**src/rtl/wdt_keyed_pkg.sv**
```systemverilog
`timescale 1ns/1ps
package wdt_keyed_pkg;

    localparam int ADDR_W = 3;

    // register addresses
    localparam logic [ADDR_W-1:0] A_KEY_FIRST  = 3'd0;
    localparam logic [ADDR_W-1:0] A_KEY_SECOND = 3'd1;
    localparam logic [ADDR_W-1:0] A_MATCH      = 3'd2;
    localparam logic [ADDR_W-1:0] A_ENABLE     = 3'd3;
    localparam logic [ADDR_W-1:0] A_STATUS     = 3'd4;
    localparam logic [ADDR_W-1:0] A_COUNT      = 3'd5;

    // unlock key values
    localparam logic [15:0] KEY_FIRST  = 16'hBABA;
    localparam logic [15:0] KEY_SECOND = 16'hEB10;

    typedef enum logic [1:0] {
        UL_LOCKED = 2'd0,
        UL_HALF   = 2'd1,
        UL_OPEN   = 2'd2
    } unlock_e;

    typedef struct packed {
        logic rst_drive;   // bit 1
        logic cmp_en;      // bit 0
    } enable_t;

    typedef struct packed {
        logic viol;        // bit 1
        logic event_hit;   // bit 0
    } status_t;

    function automatic logic is_guarded(logic [ADDR_W-1:0] a);
        return (a == A_MATCH) || (a == A_ENABLE) || (a == A_STATUS);
    endfunction

endpackage

```
**src/rtl/wdt_unlock.sv**
```systemverilog
`timescale 1ns/1ps
module wdt_unlock
    import wdt_keyed_pkg::*;
#(
    parameter int DATA_W = 32
) (
    input  logic              clk,
    input  logic              rst,
    input  logic              we,
    input  logic [ADDR_W-1:0] addr,
    input  logic [DATA_W-1:0] wdata,
    output logic              accept_o,
    output logic              refuse_o
);

    localparam logic [DATA_W-1:0] KEY1_EXT = DATA_W'(KEY_FIRST);
    localparam logic [DATA_W-1:0] KEY2_EXT = DATA_W'(KEY_SECOND);

    unlock_e st_q, st_d;
    logic    accept, refuse;

    always_comb begin
        st_d   = st_q;
        accept = 1'b0;
        refuse = 1'b0;
        if (we) begin
            if (addr == A_KEY_FIRST) begin
                st_d = (wdata == KEY1_EXT) ? UL_HALF : UL_LOCKED;
            end else if (addr == A_KEY_SECOND) begin
                st_d = (st_q == UL_HALF && wdata == KEY2_EXT) ? UL_OPEN : UL_LOCKED;
            end else if (is_guarded(addr)) begin
                accept = (st_q == UL_OPEN);
                refuse = (st_q != UL_OPEN);
                st_d   = UL_LOCKED;
            end
        end
    end

    always_ff @(posedge clk) begin
        if (rst) st_q <= UL_LOCKED;
        else     st_q <= st_d;
    end

    assign accept_o = accept;
    assign refuse_o = refuse;

    // any guarded write consumes the unlock
    a_r3_unlock_consumed: assert property (@(posedge clk) disable iff (rst)
        (we && is_guarded(addr)) |=> (st_q == UL_LOCKED));

    // second key without a pending first key closes the gate
    a_r4_bad_second_relocks: assert property (@(posedge clk) disable iff (rst)
        (we && addr == A_KEY_SECOND && st_q != UL_HALF) |=> (st_q == UL_LOCKED));

    // writes outside key and guarded space keep the state
    a_r10_other_keeps_state: assert property (@(posedge clk) disable iff (rst)
        (we && addr != A_KEY_FIRST && addr != A_KEY_SECOND && !is_guarded(addr))
        |=> $stable(st_q));

endmodule

```
**src/rtl/wdt_counter.sv**
```systemverilog
`timescale 1ns/1ps
module wdt_counter #(
    parameter int CNT_W = 16
) (
    input  logic             clk,
    input  logic             rst,
    input  logic             tick,
    input  logic             en,
    input  logic             restart,
    input  logic [CNT_W-1:0] match,
    output logic [CNT_W-1:0] count_o,
    output logic             hit_o
);

    logic [CNT_W-1:0] count_q;
    logic             step;
    logic             hit;

    assign step = tick && en && !restart;
    assign hit  = step && (count_q == match);

    always_ff @(posedge clk) begin
        if (rst) begin
            count_q <= '0;
        end else if (restart) begin
            count_q <= '0;
        end else if (step) begin
            count_q <= hit ? '0 : count_q + 1'b1;
        end
    end

    assign count_o = count_q;
    assign hit_o   = hit;

    // accepted match write zeroes the count
    a_r9_restart_zero: assert property (@(posedge clk) disable iff (rst)
        restart |=> (count_q == '0));

    // disabled counter holds
    a_r6_hold_disabled: assert property (@(posedge clk) disable iff (rst)
        (!en && !restart) |=> $stable(count_q));

    // firing sends count back to zero
    a_r6_fire_wraps: assert property (@(posedge clk) disable iff (rst)
        hit_o |=> (count_q == '0));

endmodule

```
**src/rtl/wdt_pulse.sv**
```systemverilog
`timescale 1ns/1ps
module wdt_pulse #(
    parameter int CYCLES = 16
) (
    input  logic clk,
    input  logic rst,
    input  logic fire,
    input  logic arm,
    output logic pulse_o
);

    localparam int PW = $clog2(CYCLES + 1);
    localparam logic [PW-1:0] LOAD = PW'(CYCLES);

    logic [PW-1:0] left_q;
    logic          start;

    assign start = fire && arm;

    always_ff @(posedge clk) begin
        if (rst) begin
            left_q <= '0;
        end else if (start) begin
            left_q <= LOAD;
        end else if (left_q != '0) begin
            left_q <= left_q - 1'b1;
        end
    end

    assign pulse_o = (left_q != '0);

    // armed firing raises the pulse in the next cycle
    a_r7_pulse_starts: assert property (@(posedge clk) disable iff (rst)
        start |=> pulse_o);

    // remaining length never exceeds the configured width
    a_r7_len_bound: assert property (@(posedge clk) disable iff (rst)
        left_q <= LOAD);

    // no pulse appears without an armed firing
    a_r7_no_spontaneous: assert property (@(posedge clk) disable iff (rst)
        (!pulse_o && !start) |=> !pulse_o);

endmodule

```
**src/rtl/wdt_keyed_top.sv**
```systemverilog
`timescale 1ns/1ps
module wdt_keyed_top
    import wdt_keyed_pkg::*;
#(
    parameter int DATA_W     = 32,
    parameter int CNT_W      = 16,
    parameter int RST_CYCLES = 16
) (
    input  logic              clk,
    input  logic              rst,
    input  logic              tick,
    input  logic              bus_we,
    input  logic [2:0]        bus_addr,
    input  logic [DATA_W-1:0] bus_wdata,
    output logic [DATA_W-1:0] bus_rdata,
    output logic              wdt_rst_o,
    output logic              viol_o
);

    logic             accept, refuse;
    logic             wr_match, wr_enable, wr_status;
    logic [CNT_W-1:0] match_q;
    enable_t          en_q;
    status_t          st_q;
    logic [CNT_W-1:0] count;
    logic             hit;

    wdt_unlock #(.DATA_W(DATA_W)) u_unlock (
        .clk      (clk),
        .rst      (rst),
        .we       (bus_we),
        .addr     (bus_addr),
        .wdata    (bus_wdata),
        .accept_o (accept),
        .refuse_o (refuse)
    );

    assign wr_match  = accept && (bus_addr == A_MATCH);
    assign wr_enable = accept && (bus_addr == A_ENABLE);
    assign wr_status = accept && (bus_addr == A_STATUS);

    // guarded configuration
    always_ff @(posedge clk) begin
        if (rst) begin
            match_q <= '1;
            en_q    <= '0;
        end else begin
            if (wr_match)  match_q <= bus_wdata[CNT_W-1:0];
            if (wr_enable) en_q    <= enable_t'(bus_wdata[1:0]);
        end
    end

    // status: new events outrank a clearing write
    always_ff @(posedge clk) begin
        if (rst) begin
            st_q <= '0;
        end else begin
            if (hit)                          st_q.event_hit <= 1'b1;
            else if (wr_status && !bus_wdata[0]) st_q.event_hit <= 1'b0;
            if (refuse)                       st_q.viol <= 1'b1;
            else if (wr_status && !bus_wdata[1]) st_q.viol <= 1'b0;
        end
    end

    wdt_counter #(.CNT_W(CNT_W)) u_counter (
        .clk     (clk),
        .rst     (rst),
        .tick    (tick),
        .en      (en_q.cmp_en),
        .restart (wr_match),
        .match   (match_q),
        .count_o (count),
        .hit_o   (hit)
    );

    wdt_pulse #(.CYCLES(RST_CYCLES)) u_pulse (
        .clk     (clk),
        .rst     (rst),
        .fire    (hit),
        .arm     (en_q.rst_drive),
        .pulse_o (wdt_rst_o)
    );

    always_comb begin
        bus_rdata = '0;
        case (bus_addr)
            A_MATCH:  bus_rdata = DATA_W'(match_q);
            A_ENABLE: bus_rdata = DATA_W'(en_q);
            A_STATUS: bus_rdata = DATA_W'(st_q);
            A_COUNT:  bus_rdata = DATA_W'(count);
            default:  bus_rdata = '0;
        endcase
    end

    assign viol_o = st_q.viol;

    // count never passes the match value
    a_r6_count_bounded: assert property (@(posedge clk) disable iff (rst)
        count <= match_q);

    // a firing tick always leaves the event bit set
    a_r8_event_kept: assert property (@(posedge clk) disable iff (rst)
        hit |=> st_q.event_hit);

    // refused writes leave configuration untouched
    a_r5_locked_ignored: assert property (@(posedge clk) disable iff (rst)
        refuse |=> ($stable(match_q) && $stable(en_q)));

    // violation flag is sticky
    a_r5_viol_sticky: assert property (@(posedge clk) disable iff (rst)
        (st_q.viol && !(wr_status && !bus_wdata[1])) |=> st_q.viol);

endmodule

```
**config.mk**
```make
export PLATFORM = sky130hd
export DESIGN_NAME = wdt_keyed_top
export DESIGN_NICKNAME = d
export VERILOG_FILES = /design/src/rtl/wdt_keyed_pkg.sv /design/src/rtl/wdt_unlock.sv /design/src/rtl/wdt_counter.sv /design/src/rtl/wdt_pulse.sv /design/src/rtl/wdt_keyed_top.sv
export SDC_FILE = /design/constraint.sdc
export NUM_CORES = 1
export LEC_CHECK = 0
export BUFFER_PORTS_ARGS = -buffer_cell sky130_fd_sc_hd__buf_2
export CAP_MARGIN = 10
export CORE_MARGIN = 2
export CORE_UTILIZATION = 55
export CTS_CLUSTER_SIZE = 12
export DETAILED_ROUTE_END_ITERATION = 10
export GPL_TIMING_DRIVEN = 1
export HOLD_SLACK_MARGIN = 0.06
export PLACE_DENSITY = 0.84
export RECOVER_POWER = 25
export REMOVE_ABC_BUFFERS = 1
export SETUP_SLACK_MARGIN = 0.15
export SLEW_MARGIN = 15
export SYNTH_ARGS = -nofsm -noshare
export SYNTH_HDL_FRONTEND = slang
export SYNTH_SLANG_ARGS = --single-unit
export TNS_END_PERCENT = 100
```
**constraint.sdc**
```tcl
create_clock -name clk -period 6.3 [get_ports clk]
set_input_delay 0.315 -clock clk [delete_from_list [all_inputs] [get_ports clk]]
set_output_delay 0.315 -clock clk [all_outputs]
set_load 0.02 [all_outputs]
```
Word level (Yosys, flattened, before mapping)
Cells that the tools add are included.
{ "op_classes": {"n_addsub": 2, "eq_ne": 11, "mux": 21, "reduce_logical": 24} }
{ "op_table": {"columns": ["cell", "count"], "rows": [
  ["equality test 32 x 16 -> 1 bit (second input constant)", 2],
  ["case mux 16 bit (4 select lines)", 1],
  ["adder 16 x 1 -> 16 bit (second input constant)", 1],
  ["equality test 16 bit", 1],
  ["two-way mux 16 bit", 1],
  ["two-way mux 1 bit", 13],
  ["logical AND 1 bit", 10],
  ["two-way mux 5 bit", 2],
  ["two-way mux 2 bit", 4],
  ["equality test 3 x 2 -> 1 bit (second input constant)", 2],
  ["equality test 3 bit (second input constant)", 2],
  ["nonzero test 2 bit", 3],
  ["nonzero test 5 bit", 1],
  ["subtractor 5 x 1 -> 5 bit (second input constant)", 1],
  ["OR reduction 2 bit", 2],
  ["equality test 3 x 1 -> 1 bit (second input constant)", 1],
  ["zero test 1 bit", 3],
  ["zero test 3 bit", 1],
  ["nonzero test 3 bit", 1],
  ["equality test 2 x 1 -> 1 bit (second input constant)", 1],
  ["equality test 2 bit (second input constant)", 1],
  ["logical OR 1 bit", 2],
  ["!= test 2 bit (second input constant)", 1],
  ["AND reduction 2 bit", 1]
]} }
{ "totals": {"regBits": 43, "inputBits": 39, "word_cells": 67} }

Logic depth before layout (Yosys ltp)
{ "logic_depth": {"word_depth": 13, "ltp_mapped": 7, "mapped_depth_nobuf": 6} }

Modules after synthesis
Synthesis repeated with hierarchy kept, for this count alone.
{ "unflattened": {"hier_cells": 304, "area_unflattened_um2": 2656.3} }
{ "by_module_without_submodules": {"columns": ["mod", "n_inst", "cells_per_inst", "area_each_um2", "seq_area_each_um2"], "rows": [
  ["wdt_keyed_top", 1, 134, 1194.9, 400.4],
  ["wdt_counter", 1, 115, 968.4, 320.3],
  ["wdt_unlock", 1, 30, 256.5, 40.0],
  ["wdt_pulse", 1, 25, 236.5, 100.1]
]} }

Worst setup path after synthesis
OpenSTA, ideal clock, no wires.
{ "synth_timing": {"kind": "reg-to-reg", "startpoint": "reg u_counter.count_q[10], in the netlist u_counter.count_o[10]", "endpoint": "reg u_counter.count_q[3], in the netlist u_counter.count_o[3]", "setup_ps": 115, "arrival_time_ps": 1942, "required_ps": 6185, "path_slack_ps": 4243, "stages_incl_launch_ff": 8, "path_buffers": 2, "period_less_slack_ps": 2057, "cell_sequence": "dfxtp_1 buf_6 xor2_1 or4_1 or4_4 o21ai_4 buf_6 nor2_1"} }
{ "synth_via": {"elab_chain_len": 3} }
{ "synth_lines": {"columns": ["item", "line_no", "rtl"], "rows": [
  ["from (decl)", "wdt_counter.sv:15", "logic [CNT_W-1:0] count_q;"],
  ["from (signal assigned)", "wdt_counter.sv:28", "count_q <= hit ? '0 : count_q + 1'b1;"],
  ["equality test 16 bit", "wdt_counter.sv:20", "assign hit = step && (count_q == match);"],
  ["logical AND 1 bit", "wdt_counter.sv:20", null],
  ["two-way mux 16 bit", "wdt_counter.sv:28", null]
]} }
Every way passes these cells.
A chain may end at the register's enable or synchronous reset.

Worst setup path in the final report
{ "layout_timing": {"startpoint": "in bus_addr[0]", "endpoint": "reg u_counter.count_q[1], in the netlist u_counter.count_o[1]"} }
{ "layout_via": {"elab_chain_len": 12, "elab_cells_between_ends": 17, "classes_between": "eq/ne: 4; mux: 5; reduce/logical: 8"} }
{ "layout_lines": {"columns": ["item", "line_no", "rtl"], "rows": [
  ["from (decl)", "wdt_keyed_top.sv:13", "input logic [2:0] bus_addr,"],
  ["equality test 3 x 2 -> 1 bit, on equally long branches", "wdt_keyed_pkg.sv:35, wdt_keyed_top.sv:38", null],
  ["logical OR 1 bit (2 in a row)", "wdt_keyed_pkg.sv:35", "return (a == A_MATCH) || (a == A_ENABLE) || (a == A_STATUS);"],
  ["two-way mux 1 bit", "wdt_unlock.sv:31", "end else if (is_guarded(addr)) begin"],
  ["two-way mux 1 bit", "wdt_unlock.sv:29", "end else if (addr == A_KEY_SECOND) begin"],
  ["two-way mux 1 bit", "wdt_unlock.sv:27", "if (addr == A_KEY_FIRST) begin"],
  ["two-way mux 1 bit", "wdt_unlock.sv:26", "if (we) begin"],
  ["logical AND 1 bit *", "wdt_keyed_top.sv:38", "assign wr_match = accept && (bus_addr == A_MATCH);"],
  ["zero test 1 bit", "wdt_counter.sv:19", "assign step = tick && en && !restart;"],
  ["logical AND 1 bit", "wdt_counter.sv:19", null],
  ["logical AND 1 bit", "wdt_counter.sv:20", null],
  ["two-way mux 16 bit", "wdt_counter.sv:28", null]
]} }
Mark *: on every way between the ends. The rest lies on a longest branch, timed or not.

==> results.sh <==
export IMPL_period_share=0.379
export IMPL_reg2reg_slack_ns=4.04
export IMPL_power_density_nw_per_um2=238
export IMPL_synth_edf_count=0
export IMPL_die_area_um2=5100
export IMPL_start_kind="input pin"
export IMPL_critPathMaxFanout=17
export IMPL_netlist_cell_type_count=49
export IMPL_path_clk_slew_ns=0.09
export IMPL_io_buffers=56
export IMPL_min_period_ns=2.39
export IMPL_die_x_um=71.4
export IMPL_hp_start="bus_wdata[9]"
export IMPL_hold_violations=0
export IMPL_synth_area_leaders="dfxtp_1, xnor2_1, nand2_1"
export IMPL_drive_gt1_frac=0.197
export IMPL_required_ns=6.50
export IMPL_dpl_hpwl_mm=4.43
export IMPL_r2r_cells=5
export IMPL_cts_setup_buffers=0
export IMPL_rsz0062_at_grt="false"
export IMPL_clockBufferDepth=2
export IMPL_ctsRootBufferMaster="clkbuf_8"
export IMPL_hold_depth=3
export IMPL_timing_rr_end="u_counter.count_o[13]"
export IMPL_ctsHoldBuffers=0
export IMPL_async_flop_share=0
export IMPL_outcome="completed"
export IMPL_grt_antenna_before_repair=0
export IMPL_r2r_start="u_counter.count_o[1]"
export IMPL_wl_mm=5.88
export IMPL_holdPathEnd="match_q[9]"
export IMPL_setup_tns_ns=0
export IMPL_setup_violations=0
export IMPL_cts_tree="yes"
export IMPL_vdd_drop_max_mv=0.114
export IMPL_first_global_vias=2157
export IMPL_synth_area_per_cell_um2=8.20
export IMPL_grt_max_degree=19
export IMPL_synth_area_leader_cell="dfxtp_1"
export IMPL_min_path_type="in2reg"
export IMPL_yosysSeqAreaShare=0.344
export IMPL_crit_type="in2reg"
export IMPL_netlist_area_um2=2500
export IMPL_coreArea_um2=4350
export IMPL_worstMarginPinSlew_ns=0.997
export IMPL_ys_flop_type="dfxtp_1"
export IMPL_antenna_cells=0
export IMPL_synthToLayoutAreaGrowth_pct=12.3
export IMPL_via_per_inst=5.74
export IMPL_worst_slack_ns=3.91
export IMPL_routedWlPerCell_um=14.4
export IMPL_netlist_area_leader_share=0.344
export IMPL_grt_overflow=0
export IMPL_vias=2343
export IMPL_crit_arrival_ns=2.59
export IMPL_grt_util_all_layers=0.238
export IMPL_maxCapViolCount=0
export IMPL_leakagePower_nw=1.15
export IMPL_finalMaxSlewViolations=0
export IMPL_cts_sinks=43
export IMPL_ant_nets=0
export IMPL_cts_resized_gates=0
export IMPL_ios=73
export IMPL_dr_pass1_iters=4
export IMPL_insertion_delay_ns=0.30
export IMPL_die_y_um=71.4
export IMPL_dp_slack_ns=4.04
export IMPL_ys_ff_latch=43
export IMPL_cts_buffers=5
export IMPL_start_util=0.574
export IMPL_relSlewSlack=0.333
export IMPL_core_rowCount=24
export IMPL_place_congestion=0.912
export IMPL_fin_skew_ns=0.00361
export IMPL_crit_path_end_kind="register"
export IMPL_htreeDepth=2
export IMPL_fin_nets=397
export IMPL_syn_inst=305
export IMPL_drc=0
export IMPL_clock_fmax_mhz=419
export IMPL_drt_iter0_markers=217
export IMPL_ys_warn_count=0
export IMPL_grt_pass1_wl_mm=9.64
-- through the flow --
stage               utilization  power [mW]  instance area (um^2)  hold WS (ns)  std cells
floorplan                     -       0.413                  2350         0.384        291
global placement          0.620       0.452                  2700         0.475        400
detailed placement        0.620       0.456                  2700         0.480        400
CTS                       0.646       0.672                  2810         0.233        408
global route              0.645       0.702                  2810         0.245        408
finish                    0.645       0.668                  2810         0.232        408
-- synth_stat cells, drive strengths merged, types with 7 or more instances --
library cell  number
a21oi              7
a22o              14
buf               21
clkbuf             7
dfxtp             43
nand2             44
nand3             23
nand4              8
nor2              31
nor3               9
nor4              11
xnor2             22
xor2              12
-- how the worst max path moves through the flow --
stage	start	end	slack, ns	cells past startpoint
after floorplan	bus_addr[0]	match_q[0]	4.14	4
after global placement	bus_addr[0]	u_counter.count_o[1]	4.07	6
after detailed placement	bus_addr[0]	u_counter.count_o[1]	4.04	6
after CTS	u_pulse.left_q[0]	wdt_rst_o	4.01	5
after global routing	bus_addr[0]	u_counter.count_o[1]	3.74	6
final	bus_addr[0]	u_counter.count_o[1]	3.91	6
-- power breakdown --
| group | switching (mW) | internal, mW |
|---|---|---|
| logic | 0.0867 | 0.0621 |
| clock network | 0.101 | 0.118 |
| registers | 0.0128 | 0.287 |
| total | 0.201 | 0.468 |
-- layer usage --
metal	vias to the layer above	wire (um)	global-route usage
met5	-	0	0
met4	0	103	0.0860
met3	12	410	0.0506
met2	91	2980	0.417
met1	1103	2380	0.286
li1	1137	-	-
-- area by class of cell --
type / count / area (um^2)
Fill cell: 359 / 1550
Multi-Input combinational cell: 241 / 1460
Sequential cell: 43 / 861
Timing Repair Buffer: 57 / 284
Clock buffer: 5 / 68.8
Tap cell: 52 / 65.1
Clock inverter: 3 / 43.8
Inverter: 7 / 26.3
-- kinds of logic after synthesis --
group / count (synthesis) / synth area share
muxes: 4 / 0.0165
and+or+nand+nor: 148 / 0.296
AOI/OAI and AO/OA: 36 / 0.114
xor gates and xnor gates: 34 / 0.119
buffers and inverters: 36 / 0.0940
other: 1 / 0.00150
adders and majority gates: 3 / 0.0150
DFF: 43 / 0.344
-- critical path, stage by stage --
cell	delay [ns]
clkbuf_1	0.22
or3b_2	0.56
nor2_1	0.78
nor2_1	0.25
and3_1	0.25
a32o_1	0.20
-- flip-flops by register name, indices dropped and copies added, names as in the netlist --
signal and flops:
match_q 16, en_q 2, u_unlock.st_q 2, u_pulse.left_q 5, st_q 1, viol_o 1, u_counter.count_o 16
-- cells in the final DEF (no fill, tap or decap), drive strengths merged, types with 6 or more instances in the layout --
cell,netlist,routed
xnor2,22,22
nor2,31,31
nand3,23,23
nor4,11,11
nand2,44,44
dfxtp,43,43
clkbuf,7,8
nand4,8,8
o21ai,6,6
nor3,9,9
a22o,14,14
inv,6,6
conb,1,16
buf,21,54
xor2,12,12
a21oi,7,7
No activity file was read; power rests on OpenSTA's default activity.
